File: src/rtl/exc_arb_pkg.sv
package exc_arb_pkg;
  localparam int NSRC   = 10;
  localparam int CODE_W = 4;

  typedef enum logic [CODE_W-1:0] {
    EXC_RESET   = 4'd0,
    EXC_NMI     = 4'd1,
    EXC_IFETCH  = 4'd2,
    EXC_UNDEF   = 4'd3,
    EXC_PRIV    = 4'd4,
    EXC_FPU     = 4'd5,
    EXC_OPERAND = 4'd6,
    EXC_TRAP    = 4'd7,
    EXC_IRQ     = 4'd8,
    EXC_FASTIRQ = 4'd9
  } exc_code_e;
endpackage

File: src/rtl/exc_first_set.sv
// Lowest-index-wins encoder; index 0 is the most urgent input.
module exc_first_set #(
  parameter int N  = 10,
  parameter int IW = (N > 1) ? $clog2(N) : 1
) (
  input  logic [N-1:0]  req,
  output logic          any,
  output logic [IW-1:0] idx
);
  always_comb begin
    idx = '0;
    for (int i = N - 1; i >= 0; i--) begin
      if (req[i]) idx = IW'(i);
    end
  end
  assign any = |req;
endmodule

File: src/rtl/exc_src_gate.sv
// Applies per-source masking. The request vector is indexed by cause code.
module exc_src_gate
  import exc_arb_pkg::*;
#(
  parameter int LVL_W = 4,
  parameter int FP_N  = 6
) (
  input  logic             reset_req,
  input  logic             nmi_req,
  input  logic             irq_req,
  input  logic [LVL_W-1:0] irq_level,
  input  logic             fast_sel,
  input  logic             undef_flag,
  input  logic             priv_flag,
  input  logic             ifetch_fault,
  input  logic             operand_fault,
  input  logic [FP_N-1:0]  fp_events,
  input  logic [FP_N-1:0]  fp_enables,
  input  logic             trap_req,
  input  logic             user_mode,
  input  logic             int_enable,
  input  logic [LVL_W-1:0] cur_ipl,
  output logic [NSRC-1:0]  req,
  output logic [FP_N-1:0]  fp_live,
  output logic [LVL_W-1:0] irq_new_lvl
);
  logic irq_ok;

  assign fp_live     = fp_events & fp_enables;
  assign irq_new_lvl = fast_sel ? {LVL_W{1'b1}} : irq_level;
  assign irq_ok      = irq_req && int_enable && (irq_new_lvl > cur_ipl);

  always_comb begin
    req              = '0;
    req[EXC_RESET]   = reset_req;
    req[EXC_NMI]     = nmi_req;
    req[EXC_IFETCH]  = ifetch_fault;
    req[EXC_UNDEF]   = undef_flag;
    req[EXC_PRIV]    = priv_flag && user_mode;
    req[EXC_FPU]     = |fp_live;
    req[EXC_OPERAND] = operand_fault;
    req[EXC_TRAP]    = trap_req;
    req[EXC_IRQ]     = irq_ok && !fast_sel;
    req[EXC_FASTIRQ] = irq_ok && fast_sel;
  end
endmodule

File: src/rtl/exc_take_ctrl.sv
// Registers the chosen event and holds off further takes until acknowledged.
module exc_take_ctrl #(
  parameter int CODE_W = 4,
  parameter int VEC_W  = 8,
  parameter int LVL_W  = 4
) (
  input  logic              clk,
  input  logic              rst_n,
  input  logic              any,
  input  logic              reset_hit,
  input  logic              entry_ack,
  input  logic [CODE_W-1:0] sel_code,
  input  logic [VEC_W-1:0]  sel_vec,
  input  logic [LVL_W-1:0]  sel_lvl,
  input  logic              sel_nr,
  output logic              take,
  output logic [CODE_W-1:0] take_code,
  output logic [VEC_W-1:0]  take_vector,
  output logic [LVL_W-1:0]  take_level,
  output logic              non_resumable
);
  logic waiting;
  logic accept;

  assign accept = reset_hit || (!waiting && any);

  always_ff @(posedge clk or negedge rst_n) begin
    if (!rst_n) begin
      waiting       <= 1'b0;
      take          <= 1'b0;
      take_code     <= '0;
      take_vector   <= '0;
      take_level    <= '0;
      non_resumable <= 1'b0;
    end else begin
      take <= accept;
      if (accept) begin
        waiting       <= 1'b1;
        take_code     <= sel_code;
        take_vector   <= sel_vec;
        take_level    <= sel_lvl;
        non_resumable <= sel_nr;
      end else if (waiting && entry_ack) begin
        waiting <= 1'b0;
      end
    end
  end
endmodule

File: src/rtl/exc_arbiter.sv
module exc_arbiter
  import exc_arb_pkg::*;
#(
  parameter int LVL_W       = 4,
  parameter int VEC_W       = 8,
  parameter int FP_N        = 6,
  parameter int FP_VEC_BASE = 16
) (
  input  logic              clk,
  input  logic              rst_n,
  input  logic              reset_req,
  input  logic              nmi_req,
  input  logic              irq_req,
  input  logic [LVL_W-1:0]  irq_level,
  input  logic [VEC_W-1:0]  irq_vec,
  input  logic              fast_sel,
  input  logic              undef_flag,
  input  logic              priv_flag,
  input  logic              ifetch_fault,
  input  logic              operand_fault,
  input  logic [FP_N-1:0]   fp_events,
  input  logic [FP_N-1:0]   fp_enables,
  input  logic              trap_req,
  input  logic [VEC_W-1:0]  trap_vec,
  input  logic              user_mode,
  input  logic              int_enable,
  input  logic [LVL_W-1:0]  cur_ipl,
  input  logic              entry_ack,
  output logic              take,
  output logic [CODE_W-1:0] take_code,
  output logic [VEC_W-1:0]  take_vector,
  output logic [LVL_W-1:0]  take_level,
  output logic              non_resumable
);
  localparam int SRC_IW = $clog2(NSRC);
  localparam int FP_IW  = (FP_N > 1) ? $clog2(FP_N) : 1;

  logic [NSRC-1:0]   req;
  logic [FP_N-1:0]   fp_live;
  logic [LVL_W-1:0]  irq_new_lvl;
  logic              any, fp_any;
  logic [SRC_IW-1:0] src_idx;
  logic [FP_IW-1:0]  fp_idx;
  logic [CODE_W-1:0] sel_code;
  logic [VEC_W-1:0]  sel_vec;
  logic [LVL_W-1:0]  sel_lvl;
  logic              sel_nr;

  exc_src_gate #(.LVL_W(LVL_W), .FP_N(FP_N)) u_gate (
    .reset_req(reset_req), .nmi_req(nmi_req), .irq_req(irq_req),
    .irq_level(irq_level), .fast_sel(fast_sel), .undef_flag(undef_flag),
    .priv_flag(priv_flag), .ifetch_fault(ifetch_fault),
    .operand_fault(operand_fault), .fp_events(fp_events),
    .fp_enables(fp_enables), .trap_req(trap_req), .user_mode(user_mode),
    .int_enable(int_enable), .cur_ipl(cur_ipl), .req(req),
    .fp_live(fp_live), .irq_new_lvl(irq_new_lvl)
  );

  exc_first_set #(.N(NSRC), .IW(SRC_IW)) u_src_pick (
    .req(req), .any(any), .idx(src_idx)
  );

  exc_first_set #(.N(FP_N), .IW(FP_IW)) u_fp_pick (
    .req(fp_live), .any(fp_any), .idx(fp_idx)
  );

  always_comb begin
    sel_code = CODE_W'(src_idx);
    sel_lvl  = '0;
    sel_nr   = 1'b0;
    case (sel_code)
      EXC_FPU:  sel_vec = fp_any ? VEC_W'(FP_VEC_BASE) + VEC_W'(fp_idx) : VEC_W'(FP_VEC_BASE);
      EXC_TRAP: sel_vec = trap_vec;
      EXC_IRQ, EXC_FASTIRQ: begin
        sel_vec = irq_vec;
        sel_lvl = irq_new_lvl;
      end
      EXC_NMI: begin
        sel_vec = VEC_W'(sel_code);
        sel_nr  = 1'b1;
      end
      default:  sel_vec = VEC_W'(sel_code);
    endcase
  end

  exc_take_ctrl #(.CODE_W(CODE_W), .VEC_W(VEC_W), .LVL_W(LVL_W)) u_take (
    .clk(clk), .rst_n(rst_n), .any(any), .reset_hit(req[EXC_RESET]),
    .entry_ack(entry_ack), .sel_code(sel_code), .sel_vec(sel_vec),
    .sel_lvl(sel_lvl), .sel_nr(sel_nr), .take(take), .take_code(take_code),
    .take_vector(take_vector), .take_level(take_level),
    .non_resumable(non_resumable)
  );
endmodule

File: config.mk
export PLATFORM = sky130hd
export DESIGN_NAME = exc_arbiter
export DESIGN_NICKNAME = d
export VERILOG_FILES = /design/src/rtl/exc_arb_pkg.sv /design/src/rtl/exc_first_set.sv /design/src/rtl/exc_src_gate.sv /design/src/rtl/exc_take_ctrl.sv /design/src/rtl/exc_arbiter.sv
export SDC_FILE = /design/constraint.sdc
export NUM_CORES = 1
export LEC_CHECK = 0
export BUFFER_PORTS_ARGS = -buffer_cell sky130_fd_sc_hd__clkbuf_2
export CAP_MARGIN = 0
export CORE_MARGIN = 2
export CORE_UTILIZATION = 49
export DETAILED_ROUTE_END_ITERATION = 8
export PLACE_DENSITY = 0.86
export SETUP_SLACK_MARGIN = 0.02
export SLEW_MARGIN = 10
export SYNTH_ARGS = -nofsm -noshare
export SYNTH_HDL_FRONTEND = slang
export SYNTH_SLANG_ARGS = --single-unit
File: constraint.sdc
create_clock -name clk -period 3.5 [get_ports clk]
set_input_delay 0.175 -clock clk [delete_from_list [all_inputs] [get_ports clk]]
set_output_delay 0.175 -clock clk [all_outputs]
set_load 0.05 [all_outputs]
# After elaboration in Yosys (flattened, before gate mapping)
# Index checks and enable logic that the tools add are counted.
totals:
  ff_bits: 19
  input_bits: 50
  output_inout_bits: 18
  wordCells: 51
op_classes:
  addsub: 1
  magnitude_cmp: 1
  eq_ne: 5
  mux: 23
  n_bitwise: 1
  reduce_logical: 14
op_table:
  columns: ["cell", "n"]
  rows:
  - ["$mux 4", 12]
  - ["$pmux 8 s3", 1]
  - ["$mux 3", 6]
  - ["$reduce_or 15->1", 1]
  - ["$eq 4x3->1 const B", 2]
  - ["$eq 4x4->1 const B", 2]
  - ["$logic_and 1x1->1", 7]
  - ["$add 5x3->6 const A", 1]
  - ["$and 6x6->6", 1]
  - ["$mux 6", 1]
  - ["$reduce_or 6->1", 1]
  - ["$eq 4x1->1 const B", 1]
  - ["$gt 4x4->1", 1]
  - ["$mux 1", 3]
  - ["$logic_not 1->1", 2]
  - ["$reduce_bool 2->1", 1]
  - ["$reduce_or 2->1", 1]
  - ["$logic_or 1x1->1", 1]

# Longest topological paths before layout
# Gate-level depths: netlist (run 1).
logic_depth:
  word_depth: 17
  ltp_mapped: 9
  ltp_nobuf: 9

# Hierarchy
# From an unflattened synthesis (run 1), not the netlist that was laid out.
hier_totals:
  hier_cells: 146
  area_unflattened_um2: 1431.4
by_module_without_submodules:
  columns: ["module", "n_inst", "cells_per_inst", "area_per_inst_um2", "seq_area_each_um2"]
  rows:
  - ["exc_take_ctrl", 1, 42, 772.0, 475.5]
  - ["exc_arbiter", 1, 40, 255.2, 0.0]
  - ["exc_src_gate", 1, 36, 250.2, 0.0]
  - ["exc_first_set (u_src_pick)", 1, 18, 101.3, 0.0]
  - ["exc_first_set (u_fp_pick)", 1, 10, 52.6, 0.0]

# Worst setup path after synthesis (run 1)
# OpenSTA, ideal clock, no wires.
synth_timing:
  path_type: "in2reg"
  start: "in fast_sel"
  end: "reg u_take.take_vector[1]"
  setup_ns: 0.095
  arrival_ns: 2.228
  t_required_ns: 3.405
  slack_ns: 1.177
  stages: 8
  path_buffers: 0
  path_cell_list: "or2_2 > ha_1 > nor2b_1 > o211ai_1 > a211oi_1 > or3b_2 > and4_1 > o31ai_1"
synth_between:
  elab_chain_cells: 17
  elab_cells_between_ends: 25
  classes_between: "1 x order compare; 4 x eq/ne; 12 x mux; 8 x reduce/logical"
synth_lines:
  columns: ["item", "line_no", "text"]
  rows:
  - ["start, declared", "exc_arbiter.sv:16", "input logic fast_sel,"]
  - ["$mux 4", "exc_src_gate.sv:30", "assign irq_new_lvl = fast_sel ? {LVL_W{1'b1}} : irq_level;"]
  - ["$gt 4x4->1", "exc_src_gate.sv:31", "assign irq_ok = irq_req && int_enable && (irq_new_lvl > cur_ipl);"]
  - ["$logic_and 1x1->1", "exc_src_gate.sv:31", null]
  - ["$logic_and 1x1->1", "exc_src_gate.sv:44", "req[EXC_FASTIRQ] = irq_ok && fast_sel;"]
  - ["$mux 4 (10 in series)", "exc_first_set.sv:13", "if (req[i]) idx = IW'(i);"]
  - ["$eq 4x4->1", "exc_arbiter.sv:71", "case (sel_code)"]
  - ["$reduce_or 2->1", "exc_arbiter.sv:71", null]
  - ["$pmux 8 s3", "exc_arbiter.sv:71", null]
  - ["end signal, assigned", "exc_take_ctrl.sv:40", "take_vector <= sel_vec;"]
  - ["end, declared", "exc_take_ctrl.sv:18", "output logic [VEC_W-1:0] take_vector,"]
# Parallel ways exist; a longest one is shown, timed or not.
# A chain may end at the register's enable or synchronous reset.

# Worst setup path after layout (run 1)
# Ends and elaborated chain as after synthesis.

==> results.txt, run 1 <==
The run finished with clean final reports. After technology mapping, the gate count stands at 153. The total buffers and inverters traversed by the critical path is 1, and the number of global-route vias before repair is 1381. Synthesis instantiated 48 different standard cells from the library. The library cell used most frequently in the layout, excluding fill and tap cells, is sky130_fd_sc_hd__clkbuf_2. Entering global routing, the biggest net connects 20 pins. The top cell types in the final layout, fill and taps aside, are sky130_fd_sc_hd__clkbuf_2 (67), sky130_fd_sc_hd__nand2_1 (22), sky130_fd_sc_hd__dfrtp_1 (19), sky130_fd_sc_hd__o21ai_0 (12), sky130_fd_sc_hd__inv_1 (10).

The clock reaches the later pin of the worst-skew pair after 0.31 ns. The stage delay of the slowest cell on the critical path was 0.53 ns; the overall power after layout was 505 uW. The mapped netlist covers 0.00135 mm2. Initial standard-cell utilization of the core: 0.502. The critical-path cell with the highest stage delay was sky130_fd_sc_hd__or3b_2.

The Yosys step of the flow raised 0 warnings. The floorplan step defined a core boundary enclosing 0.00269 mm2. The cell taking the most area after synthesis was sky130_fd_sc_hd__dfrtp_1.

The number of buffers between clock root and the deepest sink came out at 2. For this run, the leading register cell type out of synthesis is sky130_fd_sc_hd__dfrtp_1. TritonCTS built the clock tree.

For the final routed database, the setup TNS stands at 0 ns. The number of antenna violations at the first check in global routing was 0. Derived from the worst setup path, the maximum achievable clock frequency is 433 MHz. The die is 56.5 um tall. The post-synthesis async set-or-reset flop share was 1.00; the floorplan die area was 0.00319 mm2. The number of max-cap violations is 0. The logs give 0 for the post-route antenna net violation count and 0 for the setup violation total in the final timing report.

After clock tree synthesis, the setup repair step added 0 buffers. In this run the worst hold path is classified as primary input to flop. The global-route wire length before repair came out at 5.82 mm.

The run gives 3 as the number of buffers created by CTS. Counting I/O delays and the setup requirement, the final critical path takes 2.31 ns. The logs give 0.478 for the worst-case headroom to the max-slew limit and 3.29 mm for the routed wire length. Via-per-instance ratio: 5.62. The number of endpoints with negative hold slack in the final report was 0; the slew at the pin closest to its max-slew limit was 0.782 ns.

In this run, the number of DRC markers left after iteration 0 of detailed routing was 36. After detailed placement, the total cell area comes to 0.00170 mm2. The routed layout has 1421 vias.

In this run the power density over the cells is 290 mW/mm2. The setup path with the least slack is of type primary input to flop. The clock arrives with 0.00117 ns of skew. The congestion estimate from routability-driven global placement came to 0.829. The signal on the critical path passes through clkbuf_2 -> or2_2 -> ha_1 -> nor2b_1 -> o211ai_1 -> a211oi_1 -> or3b_2 -> and4_1 -> o31ai_1. The tools report the capturing element type of the critical path as a flop.

The max-slew violation count came out at 0. Counting flops with a built-in enable in the synthesized netlist gives 0. The tools report the required time at the endpoint of the critical path as 3.72 ns.

After synthesis, the cell types taking the most area are sky130_fd_sc_hd__dfrtp_1 (35%), sky130_fd_sc_hd__nand2_1 (6.1%), sky130_fd_sc_hd__o21ai_0 (4.5%). The logs give 1 for the number of levels in the clock H-tree and 0.000857 uW for the leakage power of the design. The layout cell share with drive strength beyond 1 works out to 0.369.

For the overall routing resource usage, the log shows 0.229. Area added between synthesis and finish: 28.9%. The first-pass detailed-route iteration total is 4.

The portion of synthesized cell area occupied by the leading cell type was 0.353; the final standard cell utilization of the core was 0.647. Post-CTS repair changed the size of 0 cells. Number of buffers inserted by port buffering: 67. The number of antenna diodes in the final layout is 0. For this run the aggregate overflow at the end of global routing stands at 0. The run gives 0.240 mV as the largest voltage drop on the vdd net.

68 I/O pins were placed. The run gives 0.0316 ns as the worst slack on hold paths. The run gives 19 as the placement row count. The cell sitting at the root of the clock tree is a sky130_fd_sc_hd__clkbuf_4.

The data arrival time at the worst-slack endpoint came out at 2.53 ns. The share of the cycle needed by the critical path after routing is 0.659, and the average detailed-routed wire length per instance is 13.0 um. Counting the fill cells in the layout gives 261. Number of sinks handled by clock tree synthesis: 19. The die width was 56.5 um; the post-route standard cell area excluding fillers was 0.00174 mm2. The type of origin of the critical path is a primary input. The mean area per synthesized cell is 8.82 um2, and the biggest fanout along the worst timing path is 7.

The run gives 277 as the final-stage net count. For this run, design rule violations remaining after detail routing come to 0. The clock input transition at the sequential cells of the worst setup and hold paths was 0.11 ns; the sequential-to-total area share from yosys stat was 0.353. The number of nets in the synthesized netlist is 207. The wire-length estimate of the detail-placed layout is 2.74 mm.

Synthesis inferred 19 register bits. Setup repair after global routing left no endpoint under its margin. The family with the most delay on the worst path was simple AND/OR/NAND/NOR gates.
-- path summary, 6_finish.rpt --
kind,from,endpoint,slack [ns],depth (start not counted)
worst max-delay path,fast_sel,u_take.take_vector[1],1.19,9
worst min-delay path,entry_ack,u_take.waiting,0.03,2
worst max register to register,u_take.waiting,u_take.take_code[3],1.91,4
worst min register to register,u_take.take_vector[3],u_take.take_vector[3],0.49,2
max in group asynchronous,rst_n,u_take.take_vector[2],2.85,2
min in group asynchronous,rst_n,u_take.take_level[0],0.34,2
-- where the power goes --
part	leakage, uW	switching [uW]	internal [uW]
clock network	0.0000177	71.3	42.7
registers	0.000253	5.32	228
logic	0.000586	98.4	58.8
-- worst reg2reg max path: stages (launching register included) --
cell and delay, ns:
sky130_fd_sc_hd__dfrtp_1 0.44, sky130_fd_sc_hd__a211oi_1 0.46, sky130_fd_sc_hd__nor3_4 0.12, sky130_fd_sc_hd__inv_2 0.13, sky130_fd_sc_hd__mux2_2 0.34
-- synthesized netlist by cell type (2+ instances only) --
| cell | count |
|---|---|
| sky130_fd_sc_hd__nor3_1 | 2 |
| sky130_fd_sc_hd__a211oi_1 | 4 |
| sky130_fd_sc_hd__a21o_1 | 2 |
| sky130_fd_sc_hd__o2bb2a_1 | 4 |
| sky130_fd_sc_hd__o21ai_0 | 12 |
| sky130_fd_sc_hd__nor2_1 | 7 |
| sky130_fd_sc_hd__dfrtp_1 | 19 |
| sky130_fd_sc_hd__nand2b_1 | 3 |
| sky130_fd_sc_hd__a22oi_1 | 3 |
| sky130_fd_sc_hd__inv_1 | 10 |
| sky130_fd_sc_hd__nor4_1 | 3 |
| sky130_fd_sc_hd__or2_2 | 3 |
| sky130_fd_sc_hd__o21a_1 | 3 |
| sky130_fd_sc_hd__nand2_1 | 22 |
| sky130_fd_sc_hd__or4_1 | 2 |
| sky130_fd_sc_hd__buf_2 | 2 |
| sky130_fd_sc_hd__a21oi_1 | 9 |
| sky130_fd_sc_hd__o31ai_1 | 2 |
| sky130_fd_sc_hd__a22o_1 | 4 |
| sky130_fd_sc_hd__o31a_1 | 2 |
| sky130_fd_sc_hd__nand3_1 | 3 |
| sky130_fd_sc_hd__a31oi_1 | 2 |
| sky130_fd_sc_hd__ha_1 | 4 |
| sky130_fd_sc_hd__o211ai_1 | 2 |
-- metrics by stage --
step / setup slack, ns / cells
3_5_place_dp: 0.880 / 248
4_1_cts: 1.21 / 253
3_3_place_gp: 0.945 / 248
6_report: 1.19 / 253
2_1_floorplan: 1.18 / 153
5_1_grt: 1.02 / 253
-- metal layers --
metal	up-vias	global-route usage	routed length, um
li1	714	-	-
met1	642	0.289	1440
met2	60	0.385	1540
met3	5	0.0300	237
met4	0	0.105	65
met5	-	0	0
-- timing repair --
| action | 4_1_cts | 5_1_grt |
|---|---|---|
| hold buffers | 1 | 0 |
| hold endpoints to repair | 19 | 0 |
| setup endpoints to repair | 0 | 0 |
-- registers in the layout, indices dropped and copies added (netlist names) --
signal	count
u_take.take_vector	8
u_take.take_level	4
u_take.take	1
u_take.take_code	4
u_take.non_resumable	1
u_take.waiting	1
-- cell families after synthesis --
| family | count (synthesis) | synth area share |
|---|---|---|
| AOI/OAI and AO/OA | 58 | 0.317 |
| adders and majority gates | 4 | 0.0371 |
| buffers and inverters | 15 | 0.0520 |
| DFF | 19 | 0.353 |
| muxes | 2 | 0.0158 |
| and+or+nand+nor | 55 | 0.225 |
-- area by class of cell --
cell class	instances	area, um2	share of cell area
clock buffers	3	22.5	0.0129
clock inverters	1	5.00	0.00288
inverters	11	41.3	0.0237
multi-input cells	119	803	0.462
flip-flops and latches	19	475	0.273
well taps	31	38.8	0.0223
repair buffers	69	353	0.203
Power figures use the tool's default switching activity.
==> run 2, diff against run 1 <==
- CORE_UTILIZATION: 49 -> 45
- PLACE_DENSITY: 0.86 -> 0.8
- clock period: 3.5 -> 2.4 ns (I/O delays scaled with it)
==> results.txt, run 2 (synthesis results as in run 1) <==
Detailed placement finished with a half-perimeter wire length of 2.86 mm. Compared with the post-synthesis result, the final layout area differs by 34.6%. Power spread over the standard cell area amounts to 407 mW/mm2. TritonCTS built the clock tree.

The logs give 0.00281 mm2 for the area of the core and 0 for the number of antenna violations at the first check in global routing. The tools report the number of antenna diodes as 0. Ranked by flip-flop count, first place goes to u_take.take_vector.

The number of buffers inserted by port buffering came out at 67. After the last flow step, the layout net total stands at 287. The biggest fanout along the worst timing path was 5; the worst-case headroom to the max-slew limit was 0.694. The worst register-to-register path has a depth of 6. The flow ran to the end, but the final reports show violations.

The routed design has 3.45 mm of wire. The share of the cycle needed by the critical path after routing works out to 0.868. Average detailed-routed wire length per instance: 13.1 um. Clock-pin slew was measured on the worst setup and hold paths at 0.10 ns. The stage delay of the slowest cell on the critical path is 0.43 ns, and the clock latency reported for the late side of the worst-skew pair is 0.29 ns. The die height is 58.7 um. Counting the buffers created by CTS gives 3. The run gives 0 as the count of buffers added by post-CTS timing repair for setup.

The count of instances resized after the clock tree is built came out at 0. Number of endpoints with negative hold slack in the final report: 0. Measured along the x axis, the die boundary spans 58.7 um. The logs give 1346 for the number of global-route vias before repair and 2.30 ns for the data arrival time at the worst-slack endpoint.

For the pin with the worst max-slew slack, the measured transition is 0.456 ns. The via-per-instance ratio was 5.52; the register-to-register path setup slack was 0.96 ns. The tools report the capturing element type of the critical path as a flop.

Number of flip-flops under the largest register name: 8. Initial standard-cell utilization of the core: 0.481. In this design, the largest share of critical-path delay is due to compound AO/OA/AOI/OAI gates.

The path category of the worst min-delay check is primary input to flop. Setup repair after global routing left no endpoint under its margin. The slowest stage of the critical path belongs to the cell sky130_fd_sc_hd__a2111oi_4. Entering global routing, the biggest net connects 22 pins. For this design the top-level I/O count stands at 68. The tool flagged a number of max-cap violations equal to 0. The run gives 0.207 as the overall routing resource usage. Prior to clock tree synthesis, the placed netlist has a worst setup slack of 0.0368 ns. The tools report the DRC violation count after routing as 6.

In this run the most critical hold path is launched from irq_vec[2]. The logs give 19 for the placement row count and 19 for the number of sinks handled by clock tree synthesis. Terminating pin of the worst hold path: u_take.take_vector[2].

Number of stages on the worst hold path: 3. For the first-iteration detailed-routing DRC count, the log shows 76. The tree is rooted in a sky130_fd_sc_hd__clkbuf_4.

Across all layers, the routed design uses 1451 vias. For the maximum clock frequency, the log shows 480 MHz. The tools report the global-route wire length before repair as 5.65 mm. STA classifies the critical path startpoint as a primary input. The checks that failed: design-rule violations. The beginning of the worst register-to-register path is u_take.waiting.

The dominant cell type by count on the critical path was sky130_fd_sc_hd__buf_4. The logs give 2 for the number of buffers between clock root and the deepest sink and 2.61 ns for the required time at the endpoint of the critical path. The first detailed-routing pass ran for 6 iterations. The weighted congestion reported at the end of routability-driven placement came out at 0.859. The top cell types in the final layout, fill and taps aside, are sky130_fd_sc_hd__clkbuf_2 (67), sky130_fd_sc_hd__nand2_1 (22), sky130_fd_sc_hd__dfrtp_1 (19), sky130_fd_sc_hd__o21ai_0 (12). The layout cell share with drive strength beyond 1 works out to 0.388. The post-route antenna net violation count is 0, and the leakage power of the design is 0.000903 uW.

Setup violations remaining at the end of the flow were counted as 0. The worst register-to-register path ends at u_take.take_level[0]. The max-slew violation count came out at 0. For the number of fillers in the final layout, the log shows 266. Across the routed clock network, the largest skew measured is 0.00229 ns. IR analysis of the VDD net gives a maximum drop of 0.308 mV. For the finished layout, the period the worst path requires is 2.08 ns. In the post-route analysis, the smallest setup slack over all paths is 0.316 ns. The total buffers and inverters traversed by the critical path works out to 3.

The type of the setup path with the least slack was primary input to flop. The largest registers in the layout are u_take.take_vector x8, u_take.take_code x4, u_take.take_level x4. Walking the worst path, the cells encountered are clkbuf_2 -> or2_2 -> ha_1 -> nor2b_1 -> o211ai_1 -> buf_4 -> a2111oi_4 -> buf_4 -> nor2_1 -> a31o_1 -> a31oi_1. The die covers 0.00345 mm2. The logs give 0 ns for the final setup TNS and 0 for the total global routing overflow. The tools report the number of levels in the clock H-tree as 1. The path length in cells of the critical path is 11. The most common cell after layout, fill and taps aside is sky130_fd_sc_hd__clkbuf_2.
run 2: repair_timing:
item                                   in CTS  in global routing
setup endpoints to repair                   0                  0
hold buffers                                2                  0
endpoints found under the hold margin      20                  0
run 2: final cells by class:
class	count	area [um2]	area share
Clock buffer	4	26.3	0.0145
Inverter	11	41.3	0.0227
Multi-Input combinational cell	119	803	0.442
Sequential cell	19	475	0.262
Tap cell	31	38.8	0.0214
Timing Repair Buffer	79	430	0.237
run 2: how the worst max path moves through the flow:
stage	startpoint	end	slack [ns]
CTS	fast_sel	u_take.take_vector[0]	0.33
global placement	fast_sel	u_take.take_vector[0]	0.07
finish	fast_sel	u_take.take_vector[0]	0.32
detailed placement	fast_sel	u_take.take_vector[0]	0.04
floorplan	fast_sel	u_take.take_vector[1]	0.13
global route	fast_sel	u_take.take_vector[7]	0.17
run 2: where the power goes:
group          total (uW)  switching (uW)  internal [uW]
clock network         155            90.3           64.6
logic                 243             147           95.8
registers             342            9.06            333
total                 739             246            493
run 2: worst min-delay path: stages:
cell	delay (ns)
sky130_fd_sc_hd__clkbuf_2	0.08
sky130_fd_sc_hd__a21oi_1	0.05
sky130_fd_sc_hd__a31oi_1	0.12
run 2: through the flow:
step                utilization  total power (uW)  hold WS (ns)  cell area (um2)  cells
floorplan                     -               487        -0.176             1350    153
global placement          0.631               586        0.0922             1770    257
detailed placement        0.631               588        0.0941             1770    257
CTS                       0.647               748         0.107             1820    263
global route              0.647               786         0.133             1820    263
finish                    0.647               739         0.117             1820    263
run 2: layer usage:
layer  global-route usage  vias to the layer above  share of wire
met1                0.282                      656           0.44
met5                    0                        -              0
met2                0.354                       56           0.48
met4               0.0195                        0              0
li1                     -                      739              -
met3               0.0396                        0          0.076
==> run 3, diff against run 2 <==
- CORE_UTILIZATION: 45 -> 46
- SYNTH_HIERARCHICAL: default -> 1
==> results.txt, run 3 <==
The worst hold path belongs to the class primary input to flop. No sink is reached through more buffers than the 2 on the longest clock path. In the routed design, unresolved DRC markers number 0. Biggest fanout along the worst timing path: 4. The cell area that synthesis handed to floorplanning was 0.00143 mm2. Max-slew violation count: 0.

The initial standard-cell utilization of the core was 0.477; the largest voltage drop on the vdd net was 0.188 mV. Across the routed clock network, the largest skew measured is 0.000670 ns. The share of the cycle needed by the critical path after routing is 1.04. The minimum period implied by the final worst setup slack came out at 2.50 ns. From bottom edge to top edge, the die measures 59.8 um. The leakage power of the design came out at 0.00111 uW.

The number of clock buffers added by TritonCTS is 3. TritonCTS built the clock tree. The cell at the root of the clock tree was sky130_fd_sc_hd__clkbuf_4. The number of endpoints with negative hold slack in the final report was 0; the number of buffers inserted by port buffering was 67.

The overall power after layout is 784 uW. The largest registers in the layout are u_take/take_vector x8, u_take/take_code x4, u_take/take_level x4. The flow ran to the end, but the final reports show violations. The number of levels in the clock H-tree was 1; the final-stage net count was 289.

During synthesis, Yosys emitted a total of 6 warnings. Final setup TNS: -0.354 ns. The top flip-flop cell by instance count after synthesis is sky130_fd_sc_hd__dfrtp_1. STA classifies the critical path startpoint as a primary input. The tools report the startpoint of the lowest-slack hold path as entry_ack. Global-route wire length before repair: 5.66 mm. The post-synthesis async set-or-reset flop share was 1.00. The final standard cell utilization of the core is 0.704, and the floorplan die area is 0.00357 mm2. The overall routing resource usage came out at 0.207.

Yosys instantiated no cell more often than sky130_fd_sc_hd__dfrtp_1. The cell taking the most area after synthesis was sky130_fd_sc_hd__dfrtp_1. Summing over every cut layer, the via total after detailed routing is 1396.

The setup violation total in the final timing report is 7. Leaving out fill and tap cells, the most frequent cells in the layout are sky130_fd_sc_hd__clkbuf_2 (65), sky130_fd_sc_hd__buf_4 (22), sky130_fd_sc_hd__dfrtp_1 (19), sky130_fd_sc_hd__nor2_1 (12). The portion of synthesized cell area occupied by the leading cell type works out to 0.332. For the placement row count, the log shows 20. The worst-case headroom to the max-slew limit was 0.695; the layout cell share with drive strength beyond 1 was 0.624. The critical path in this run is classified as primary input to flop. The synthesized net count came out at 200.

STA classifies the critical path endpoint as a flop. The first-iteration detailed-routing DRC count came out at 54. Across the run, the number of max-cap violations was 0. Yosys mapped a number of flops with a built-in enable equal to 0.

The number of antenna diodes in the final layout is 0. The via-per-instance ratio was 5.23; the routed wire length was 3.53 mm. The clock input transition at the sequential cells of the worst setup and hold paths is 0.11 ns. After technology mapping, the gate count stands at 146. The die is 59.8 um wide.

The clock latency reported for the late side of the worst-skew pair is 0.29 ns. Number of top-level pins: 68. The number of global-route vias before repair is 1378, and the post-layout worst setup margin is -0.100 ns.

The total power divided by cell area was 371 mW/mm2. The worst register-to-register path begins at u_take/waiting. The tree built by TritonCTS fans out to 19 sinks. The logs give 0 for the number of antenna violations at the first check in global routing and 43 for the number of library cell types mapped by synthesis. The most critical setup path has its startpoint at irq_level[1]. The pre-antenna-repair detailed-routing pass consisted of 4 iterations. Setup repair after global routing could not meet its margin everywhere. Mean area per synthesized cell: 9.80 um2. The largest net degree at the start of global routing was 20; the area added between synthesis and finish was 47.7%. Sorting the synthesized cells by area gives the leading types as sky130_fd_sc_hd__dfrtp_1 (33%), sky130_fd_sc_hd__mux2_4 (9.4%), sky130_fd_sc_hd__mux2_2 (6.3%). The sequential-to-total area share from yosys stat came out at 0.332. At the pin with the least slew margin, the transition time is 0.458 ns.

The register ranked first by flip-flop count was u_take/take_vector. The post-route antenna net violation count is 0. The half-perimeter wire length after detailed placement was 2.70 mm; the data arrival time at the worst-slack endpoint was 2.69 ns. The maximum clock frequency was 400 MHz. At the worst endpoint, the required time is 2.59 ns. The average detailed-routed wire length per instance is 13.2 um. By count the netlist is led by sky130_fd_sc_hd__dfrtp_1 (19), sky130_fd_sc_hd__nor2_1 (13), sky130_fd_sc_hd__inv_1 (10). The checks that failed: negative setup slack. The floorplan step defined a core boundary enclosing 0.00300 mm2. The congestion estimate from routability-driven global placement came to 0.800.

The synthesized design contains 19 register bits. Global routing finished with a remaining overflow of 0. The register with the most flip-flops in the layout has 8 of them.

The most common cell after layout, fill and taps aside is sky130_fd_sc_hd__clkbuf_2.
-- run 3: power breakdown --
group / switching, uW / internal (uW) / leakage (uW)
sequential: 7.72 / 334 / 0.000252
clock: 97.8 / 62.0 / 0.0000177
combinational: 149 / 134 / 0.000841
total: 254 / 530 / 0.00111
-- run 3: logic make-up (layout without fill, tap and decap cells) --
kind of cell | Yosys count | count (layout) | share of synthesized area
fa+ha+maj | 4 | 4 | 0.0350
mux | 17 | 17 | 0.157
buf+inv | 20 | 108 | 0.0909
compound gates | 23 | 23 | 0.117
simple gates | 63 | 63 | 0.267
flops | 19 | 19 | 0.332
-- run 3: final cells by class --
| cell class | count | area (um2) |
|---|---|---|
| Fill cell | 229 | 888 |
| Clock buffer | 3 | 22.5 |
| Clock inverter | 1 | 5.00 |
| Tap cell | 33 | 41.3 |
| Multi-Input combinational cell | 107 | 943 |
| Inverter | 10 | 37.5 |
| Timing Repair Buffer | 94 | 589 |
| Sequential cell | 19 | 475 |
-- run 3: metal layers --
metal  vias up  GRT usage  part of all wire
li1        690          -                 -
met1       662      0.231              0.42
met2        38      0.385              0.51
met3         6     0.0390             0.051
met4         0     0.0762             0.015
met5         -          0                 0
-- run 3: worst paths after layout --
kind	depth (start not counted)	end	slack, ns
max	13	u_take/take_vector[2]	-0.10
min	3	u_take/waiting	0.1
max reg2reg	4	u_take/non_resumable	1.20
min reg2reg	1	u_take/take_vector[4]	0.52
max in group asynchronous	2	u_take/take_level[0]	1.80
min in group asynchronous	2	u_take/take_vector[3]	0.29
-- run 3: stage by stage --
| stage | instances | instance area [um2] | hold WS, ns | setup WS [ns] |
|---|---|---|---|---|
| final | 267 | 2110 | 0.0978 | -0.100 |
| after global routing | 267 | 2110 | 0.0948 | -0.170 |
| after CTS | 267 | 2060 | 0.0835 | -0.0161 |
| after detailed placement | 259 | 1960 | 0.0961 | -0.434 |
| after global placement | 259 | 1960 | 0.0900 | -0.330 |
| after floorplan | 146 | 1480 | -0.176 | -0.259 |
-- run 3: what timing repair did --
action	CTS	global route
endpoints found under the hold margin	19	0
endpoints found under the setup margin	7	17
resized for setup	7	13
pin swaps	6	4
setup buffers	3	0
hold buffers	1	0
-- run 3: worst max-delay path, stage by stage --
cell	delay, ns
sky130_fd_sc_hd__buf_6	0.09
sky130_fd_sc_hd__or2_4	0.25
sky130_fd_sc_hd__ha_4	0.21
sky130_fd_sc_hd__nor2b_1	0.12
sky130_fd_sc_hd__o211ai_1	0.29
sky130_fd_sc_hd__a211oi_2	0.13
sky130_fd_sc_hd__nand2b_4	0.15
sky130_fd_sc_hd__a221o_1	0.32
sky130_fd_sc_hd__a221oi_2	0.26
sky130_fd_sc_hd__and3b_2	0.29
sky130_fd_sc_hd__o2bb2ai_2	0.13
sky130_fd_sc_hd__a21oi_2	0.07
sky130_fd_sc_hd__mux2_4	0.27
